===== config.mk =====
export PLATFORM = sky130hd
export DESIGN_NAME = pic_ctrl
export DESIGN_NICKNAME = d
export VERILOG_FILES = /design/src/rtl/pic_pkg.sv /design/src/rtl/pic_sync.sv /design/src/rtl/pic_prio_find.sv /design/src/rtl/pic_ctrl.sv
export SDC_FILE = /design/constraint.sdc
export NUM_CORES = 1
export LEC_CHECK = 0
export BUFFER_PORTS_ARGS = -buffer_cell sky130_fd_sc_hd__buf_4
export CAP_MARGIN = 0
export CORE_MARGIN = 2
export CORE_UTILIZATION = 50
export CTS_CLUSTER_DIAMETER = 120
export DETAILED_ROUTE_END_ITERATION = 16
export GPL_TIMING_DRIVEN = 0
export PLACE_DENSITY = 0.71
export SLEW_MARGIN = 10
export SYNTH_ARGS = -nofsm -noshare
export SYNTH_HDL_FRONTEND = slang
export SYNTH_SLANG_ARGS = --single-unit
export TNS_END_PERCENT = 10

===== constraint.sdc =====
create_clock -name clk_i -period 4.7 [get_ports clk_i]
set_input_delay 0.235 -clock clk_i [delete_from_list [all_inputs] [get_ports clk_i]]
set_output_delay 0.235 -clock clk_i [all_outputs]
set_load 0.01 [all_outputs]

===== src/rtl/pic_pkg.sv =====
package pic_pkg;
  typedef enum logic [2:0] {
    ADDR_MASK = 3'd0,
    ADDR_BASE = 3'd1,
    ADDR_MODE = 3'd2,
    ADDR_EOI  = 3'd3,
    ADDR_PEND = 3'd4
  } reg_addr_e;
endpackage


===== src/rtl/pic_sync.sv =====
module pic_sync #(
  parameter int N      = 8,
  parameter int STAGES = 2
) (
  input  logic         clk_i,
  input  logic         rst_ni,
  input  logic [N-1:0] d_i,
  output logic [N-1:0] q_o
);
  logic [STAGES-1:0][N-1:0] stg_q;

  always_ff @(posedge clk_i or negedge rst_ni) begin
    if (!rst_ni) stg_q[0] <= '0;
    else         stg_q[0] <= d_i;
  end

  for (genvar s = 1; s < STAGES; s++) begin : g_stage
    always_ff @(posedge clk_i or negedge rst_ni) begin
      if (!rst_ni) stg_q[s] <= '0;
      else         stg_q[s] <= stg_q[s-1];
    end
  end

  assign q_o = stg_q[STAGES-1];
endmodule


===== src/rtl/pic_prio_find.sv =====
// Find first set bit, scanning upward from the line after low_i (wrapping).
module pic_prio_find #(
  parameter int N     = 8,
  parameter int IDX_W = $clog2(N)
) (
  input  logic [N-1:0]   vec_i,
  input  logic [IDX_W-1:0] low_i,
  output logic           hit_o,
  output logic [IDX_W-1:0] idx_o,
  output logic [IDX_W:0] rank_o
);
  always_comb begin
    int j;
    hit_o  = 1'b0;
    idx_o  = '0;
    rank_o = (IDX_W+1)'(N);
    for (int k = N - 1; k >= 0; k--) begin
      j = int'(low_i) + 1 + k;
      if (j >= N) j = j - N;
      if (vec_i[j]) begin
        hit_o  = 1'b1;
        idx_o  = IDX_W'(j);
        rank_o = (IDX_W+1)'(k);
      end
    end
  end
endmodule


===== src/rtl/pic_ctrl.sv =====
module pic_ctrl
  import pic_pkg::*;
#(
  parameter int          NUM_LINES   = 8,
  parameter int          DATA_W      = 8,
  parameter int          VEC_W       = 8,
  parameter int          SYNC_STAGES = 2,
  parameter logic [7:0]  SPUR_VEC    = 8'hFF
) (
  input  logic                 clk_i,
  input  logic                 rst_ni,
  input  logic [NUM_LINES-1:0] req_i,
  output logic                 irq_o,
  input  logic                 ack_i,
  output logic [VEC_W-1:0]     vec_o,
  output logic                 vec_valid_o,
  input  logic                 reg_we_i,
  input  logic [2:0]           reg_addr_i,
  input  logic [DATA_W-1:0]    reg_wdata_i,
  output logic [DATA_W-1:0]    reg_rdata_o
);
  localparam int IDX_W = $clog2(NUM_LINES);
  localparam logic [IDX_W-1:0] LAST = IDX_W'(NUM_LINES - 1);
  localparam logic [NUM_LINES-1:0] ONE = NUM_LINES'(1);

  logic [NUM_LINES-1:0] mask_q, irr_q, isr_q, req_sync;
  logic [VEC_W-1:0]     base_q, vec_q;
  logic                 rot_q, vval_q;
  logic [IDX_W-1:0]     low_q, low_eff;

  pic_sync #(.N(NUM_LINES), .STAGES(SYNC_STAGES)) u_sync (
    .clk_i (clk_i),
    .rst_ni(rst_ni),
    .d_i   (req_i),
    .q_o   (req_sync)
  );

  assign low_eff = rot_q ? low_q : LAST;

  logic                 req_hit, isr_hit;
  logic [IDX_W-1:0]     req_idx, isr_idx;
  logic [IDX_W:0]       req_rank, isr_rank;

  pic_prio_find #(.N(NUM_LINES), .IDX_W(IDX_W)) u_req_find (
    .vec_i (irr_q & ~mask_q),
    .low_i (low_eff),
    .hit_o (req_hit),
    .idx_o (req_idx),
    .rank_o(req_rank)
  );

  pic_prio_find #(.N(NUM_LINES), .IDX_W(IDX_W)) u_isr_find (
    .vec_i (isr_q),
    .low_i (low_eff),
    .hit_o (isr_hit),
    .idx_o (isr_idx),
    .rank_o(isr_rank)
  );

  // Strictly higher than any line in service (empty isr ranks as NUM_LINES).
  logic irq;
  assign irq   = req_hit && (req_rank < isr_rank);
  assign irq_o = irq;

  logic                 grant;
  logic [NUM_LINES-1:0] grant_vec;
  assign grant     = ack_i && irq;
  assign grant_vec = grant ? (ONE << req_idx) : '0;

  logic                 eoi_we, eoi_spec, eoi_ok;
  logic [IDX_W-1:0]     eoi_line;
  logic [NUM_LINES-1:0] eoi_clr;
  assign eoi_we   = reg_we_i && (reg_addr_i == ADDR_EOI);
  assign eoi_spec = reg_wdata_i[DATA_W-1];
  assign eoi_line = eoi_spec ? reg_wdata_i[IDX_W-1:0] : isr_idx;
  assign eoi_ok   = eoi_we && (eoi_spec || isr_hit);
  assign eoi_clr  = eoi_ok ? (ONE << eoi_line) : '0;

  always_ff @(posedge clk_i or negedge rst_ni) begin
    if (!rst_ni) begin
      mask_q <= '1;
      base_q <= '0;
      rot_q  <= 1'b0;
      low_q  <= LAST;
      irr_q  <= '0;
      isr_q  <= '0;
      vec_q  <= '0;
      vval_q <= 1'b0;
    end else begin
      irr_q  <= req_sync & ~grant_vec;
      isr_q  <= (isr_q & ~eoi_clr) | grant_vec;
      vval_q <= ack_i;
      if (ack_i) vec_q <= grant ? base_q + VEC_W'(req_idx) : VEC_W'(SPUR_VEC);
      if (reg_we_i) begin
        unique case (reg_addr_i)
          ADDR_MASK: mask_q <= reg_wdata_i[NUM_LINES-1:0];
          ADDR_BASE: base_q <= reg_wdata_i[VEC_W-1:0];
          ADDR_MODE: begin
            rot_q <= reg_wdata_i[0];
            low_q <= LAST;
          end
          ADDR_EOI:  if (eoi_ok && rot_q) low_q <= eoi_line;
          default: ;
        endcase
      end
    end
  end

  assign vec_o       = vec_q;
  assign vec_valid_o = vval_q;

  always_comb begin
    unique case (reg_addr_i)
      ADDR_MASK: reg_rdata_o = DATA_W'(mask_q);
      ADDR_BASE: reg_rdata_o = DATA_W'(base_q);
      ADDR_MODE: reg_rdata_o = DATA_W'(rot_q);
      ADDR_EOI:  reg_rdata_o = DATA_W'(isr_q);
      ADDR_PEND: reg_rdata_o = DATA_W'(irr_q);
      default:   reg_rdata_o = '0;
    endcase
  end
endmodule


# [Yosys cells after proc, flatten, opt, wreduce, memory -nomap -nowiden]
# Index checks and enable logic that the tools add are counted.
[classes] n_addsub=17 order_cmp=17 eq_ne=5 shifts=2 mux=112 bitwise_logic=7 n_reduce_logical=12
[ops] op="$ge A32 B5 Y1 const B" count=8
[ops] op="$lt A32 B5 Y1 const B" count=8
[ops] op="$mux W32" count=8
[ops] op="$sub A32 B5 Y32 const B" count=8
[ops] op="$add A32 B4 Y32 const B" count=3
[ops] op="$add A32 B3 Y32 const B" count=2
[ops] op="$mux W4" count=16
[ops] op="$mux W3" count=19
[ops] op="$bmux W1 S3" count=16
[ops] op="$mux W1" count=48
[ops] op="$pmux W8 S5" count=1
[ops] op="$add A32 B2 Y32 const B" count=1
[ops] op="$and A8 B8 Y8" count=3
[ops] op="$mux W8" count=3
[ops] op="$not A8 Y8" count=3
[ops] op="$shl A1 B3 Y8 const A" count=2
[ops] op="$add A8 B3 Y8" count=1
[ops] op="$or A8 B8 Y8" count=1
[ops] op="$eq A3 B2 Y1 const B" count=2
[ops] op="$pmux W3 S2" count=1
[ops] op="$reduce_and A2 Y1" count=3
[ops] op="$add A4 B3 Y5 const B" count=1
[ops] op="$logic_and A1 B1 Y1" count=5
[ops] op="$add A3 B1 Y4 const B" count=1
[ops] op="8 further kinds" count=8
[totals] reg_bits=61 input_bits=23

# [Logic depth before layout (Yosys ltp)]
[depth] depth_word=22 depth_mapped=21

# [By module]
# Synthesis repeated with hierarchy kept, for this count alone.
[hier_totals] cells_unflattened=529 area_unflattened_um2=5128.7
[by_module_without_submodules] mod="pic_ctrl" instances=1 cells_each=231 area_per_inst_um2=2431.1
[by_module_without_submodules] mod="pic_prio_find" instances=2 cells_each=137 area_per_inst_um2=1118.6
[by_module_without_submodules] mod="pic_sync" instances=1 cells_each=24 area_per_inst_um2=460.4

# [Worst setup path after synthesis]
# OpenSTA, ideal clock, no wires.
[synth_timing] kind="register to register" startpoint="register rot_q" endpoint="register irr_q[2]" setup_ps=148 arrival_time_ps=4381 required_time_ps=4552 setup_slack_ps=171 path_stages_with_launch=17 path_buffers=4 period_less_slack_ps=4529 path_cell_list="dfrtp_1 > nor2b_1 > buf_2 > inv_1 > clkbuf_1 > ha_1 > buf_2 > xnor2_1 > buf_2 > o311a_1 > or3_1 > or3_1 > ha_1 > a21o_1 > a211o_1 > nor4b_4 > a21boi_0"
[synth_between] elab_chain_len=22
[synth_lines] item="from (decl)" line_no="pic_ctrl.sv:28" text="logic rot_q, vval_q;"
[synth_lines] item="from (signal assigned)" line_no="pic_ctrl.sv:99" text="rot_q <= reg_wdata_i[0];"
[synth_lines] item="$mux W3 *" line_no="pic_ctrl.sv:38" text="assign low_eff = rot_q ? low_q : LAST;"
[synth_lines] item="$add A3 B1 Y4 *" line_no="pic_prio_find.sv:18" text="j = int'(low_i) + 1 + k;"
[synth_lines] item="branches (longest 17 deep; another with $add A32 B4 Y32)"
[synth_lines] item="$mux W8 *" line_no="pic_ctrl.sv:68" text="assign grant_vec = grant ? (ONE << req_idx) : '0;"
[synth_lines] item="$not A8 Y8 *" line_no="pic_ctrl.sv:90" text="irr_q <= req_sync & ~grant_vec;"
[synth_lines] item="$and A8 B8 Y8 *" line_no="pic_ctrl.sv:90"
[synth_lines] item="to (signal assigned)" line_no="pic_ctrl.sv:90"
[synth_lines] item="to (decl)" line_no="pic_ctrl.sv:26" text="logic [NUM_LINES-1:0] mask_q, irr_q, isr_q, req_sync;"
# Every way passes the cells marked *. The select of a mux whose other input is x is not followed.
# A chain may end at the register's enable or synchronous reset.

# [Worst setup path after layout]
[layout_timing] startpoint="register low_q[0]" endpoint="output port irq_o"
[layout_between] elab_chain_len=18
[layout_lines] item="from (decl)" line_no="pic_ctrl.sv:29" text="logic [IDX_W-1:0] low_q, low_eff;"
[layout_lines] item="from (signal assigned)" line_no="pic_ctrl.sv:102" text="ADDR_EOI: if (eoi_ok && rot_q) low_q <= eoi_line;"
[layout_lines] item="$mux W3 *" line_no="pic_ctrl.sv:38"
[layout_lines] item="$add A3 B1 Y4 *" line_no="pic_prio_find.sv:18"
[layout_lines] item="branches (longest 15 deep; another with $add A32 B4 Y32)"
[layout_lines] item="$logic_and A1 B1 Y1 *" line_no="pic_ctrl.sv:62" text="assign irq = req_hit && (req_rank < isr_rank);"
[layout_lines] item="to (decl)" line_no="pic_ctrl.sv:13" text="output logic irq_o,"
# Marked as above.

==> summary.md <==
| Metric | Value |
|---|---|
| Slew HR | 0.164 |
| Synth Flop Type | dfrtp_1 |
| Slew Viols, Final | 0 |
| Htree depth | 3 |
| Count leader, synth | mux2i_1 |
| # DRC | 0 |
| P per Cell Area | approximately 640 mW/mm2 |
| Ant diodes | 0 |
| Mux contribution to synthesized area | 0.241 |
| DR vias | 4228 |
| Sequential area share after synthesis | 0.326 |
| Die Wd | 101 um |
| # rows | 35 |
| Post-Route Utilization | 0.617 |
| Count of final setup violators | 0 |
| #FFs+latches synth | 61 |
| Clock Tree Buf Depth | 2 |
| Final min period | ~4.6 ns |
| # port buffers | 39 |
| Syn_area_per_cell | slightly below 10 um2 |
| Num CTS Buffers | 9 |
| GPL Wtd Cong | roughly 0.93 |
| Die area | between 0.01 and 0.015 mm2 |
| CP cell instances | and2b_4, inv_6, buf_8, ha_1, buf_12, xnor2_4, buf_4, o311a_1, or3_1, or3_1, ha_1, a21o_1, a211o_4, nor2_4, buf_4 |
| R2r setup slk | 0.14 ns |
| Fmax | 0.216 GHz |
| Share of cells above drive strength 1 | 0.268 |
| Fraction of the mapped netlist area in compound gates | 0.176 |
| Layout Skew | ~0.011 ns |
| Critical path class | reg -> out |
| Hold WC Path Type | in -> reg |
| EDFF count, synth | 0 |
| WP data arrival | ~4.4 ns |
| Ports | around 40 |
| Initial antenna violation count | 0 |
| Worst stage delay on the critical path | 0.56 ns |
| CTS tree | done |
| Synth Area in Simple Gates | 0.174 |
| Vias per inst | ~6.3 |
| Setup TNS | 0 ns |
| Worst skew pair latency | ~0.34 ns |
| Period utilization | 0.985 |
| Nets | 583 |
| Synth Cell Area | between 0.004 and 0.005 mm2 |
| Ys Warns | 0 |
| Clock sinks | 61 |
| Dominant cells by area after synthesis | dfrtp_1, mux2i_1, mux2_2 |
| DR pass1 iterations | 5 |
| Yosys top cell area share | 0.265 |
| VDD IR max | ~0.00035 V |
| Detail Route Antenna Nets | 0 |
| Starting density of the core | 0.514 |
| MaxCap Viol Count | 0 |
| Worst-margin pin slew | 1.24 ns |
| Drt total wl | 13200 um |
| Worst-path fanout max | 10 |
| Syn nets | 519 |
| Area delta synth->final | 20.0% |
| RSZ-0062 raised after global routing | yes |
| Critical path capture point type | output port |
| Xor-xnor portion of the synthesized cell area | 0.0257 |
| Final Hold Fails | 0 |
| Root buffer cell | clkbuf_8 |
| Status | complete, no violations |
| Vias in the first global route | 4168 |
| Core Region | just over 0.009 mm2 |
| Yosys cell types | 73 |
| Crit path required time | 4.47 ns |
| Largest net degree at the start of global routing | just over 60 |
| Hpwl dp | about 10000 um |
| Critical path's slowest cell | dfstp_2 |
| Starting DRT DRC Count | 231 |
| GRT overflow | 0 |
| Leakage power | 2.39 nW |
| Ys async rst share | 1.00 |
| Area leader, netlist | dfrtp_1 |
| CTS clk-pin slew, worst paths | around 0.06 ns |
| Die Span Y | between 100 and 150 um |
| Syn Inst Count | 488 |
| Largest family of logic cells by synthesized area | multiplexers |
| Critical path launch point type | flop |
| Total power | 3.63 mW |
| Global-route wire length before repair | roughly 21000 um |
| WL per Instance | between 15 and 20 um |
| Total Routing Usage GR | 0.266 |
| Synth cell count leaders | mux2i_1, dfrtp_1, nand2_1 |
| Adder-cell share of the synthesized area | 0.0228 |
## cell type report
cell class                      instances  area (um2)
Fill cell                             754        3530
Multi-Input combinational cell        391        3120
Sequential cell                        61        1540
Timing Repair Buffer                   54         434
Clock buffer                           13         179
Tap cell                              111         139
Buffer                                 23         135
Clock inverter                          3        65.1
Inverter                               12        53.8
## cells in the final DEF, fill, tap and decap left out, types with 3 or more instances in the layout
cell type / n
a211o_1: 3
a211oi_1: 3
a21boi_0: 9
a21o_1: 3
a21oi_1: 22
a221oi_1: 3
a22o_1: 6
a311oi_1: 4
a31oi_1: 9
and2_1: 4
buf_2: 4
buf_4: 47
clkbuf_1: 11
clkbuf_8: 13
dfrtp_1: 49
dfstp_2: 11
dlygate4sd3_1: 10
ha_1: 7
inv_1: 9
mux2_2: 29
mux2i_1: 55
mux4_2: 10
nand2_1: 43
nand2b_1: 7
nand3_1: 7
nand3b_1: 4
nor2_1: 39
nor2b_1: 16
nor3_1: 18
o21ai_0: 19
o2bb2ai_1: 4
o32ai_1: 3
or3_1: 4
xnor2_4: 3
xor2_1: 4
## kinds of logic after synthesis
| group | after synthesis |
|---|---|
| multiplexers | 96 |
| flip-flops | 61 |
| AND/OR/NAND/NOR | 160 |
| adder cells (fa/ha/maj) | 8 |
| XOR/XNOR | 10 |
| AO/OA/AOI/OAI | 117 |
| buffers and inverters | 36 |
## registers in the layout, summed over array words and instances (netlist names), 3 cells and up
name / flops
irr_q: 8
u_sync.q_o: 8
base_q: 8
mask_q: 8
vec_o: 8
low_q: 3
isr_q: 8
u_sync.stg_q: 8
## stage by stage
step	setup slack, ns	instances	hold WS [ns]	cell area (um2)
after detailed placement	-0.687	638	0.336	5160
after global placement	-0.604	638	0.332	5160
after global routing	-0.0627	668	0.137	5670
final	0.0715	668	0.145	5670
after CTS	-0.0133	665	0.130	5580
after floorplan	0.171	488	-0.0606	4720
## worst max-delay path, delay by kind of cell (launching register included)
family,cells,cell delay [ns]
AOI/OAI and AO/OA,3,0.97
buffers and inverters,5,0.75
DFF,1,0.56
xor gates and xnor gates,1,0.10
adders and majority gates,2,0.51
and+or+nand+nor,4,1.14
## path summary, 6_finish.rpt
check / from / to / cells after the start
max in group asynchronous: rst_ni / rot_q / 2
min reg2reg: u_sync.stg_q[0] / u_sync.q_o[0] / 0
max reg2reg: low_q[0] / irr_q[3] / 16
min: reg_wdata_i[5] / mask_q[5] / 2
max: low_q[0] / irq_o / 15
min in group asynchronous: rst_ni / u_sync.q_o[3] / 2
## metal layers
layer / wire length, um / track usage
met1: 5520 / 0.358
met2: 6430 / 0.442
met3: 815 / 0.0262
met4: 425 / 0.111
met5: 0 / 0
## power by group
group,total [mW],switching (mW),internal (mW)
registers,0.785,0.130,0.655
clock network,0.547,0.191,0.356
logic,2.30,1.33,0.972
## what timing repair did
item | in CTS | in global routing
pin swaps | 1 | 3
setup endpoints to repair | 25 | 23
hold buffers | 10 | 0
endpoints found under the hold margin | 59 | 0
gates resized for setup | 16 | 13
buffers inserted | 2 | 3
Power figures use the tool's default switching activity.
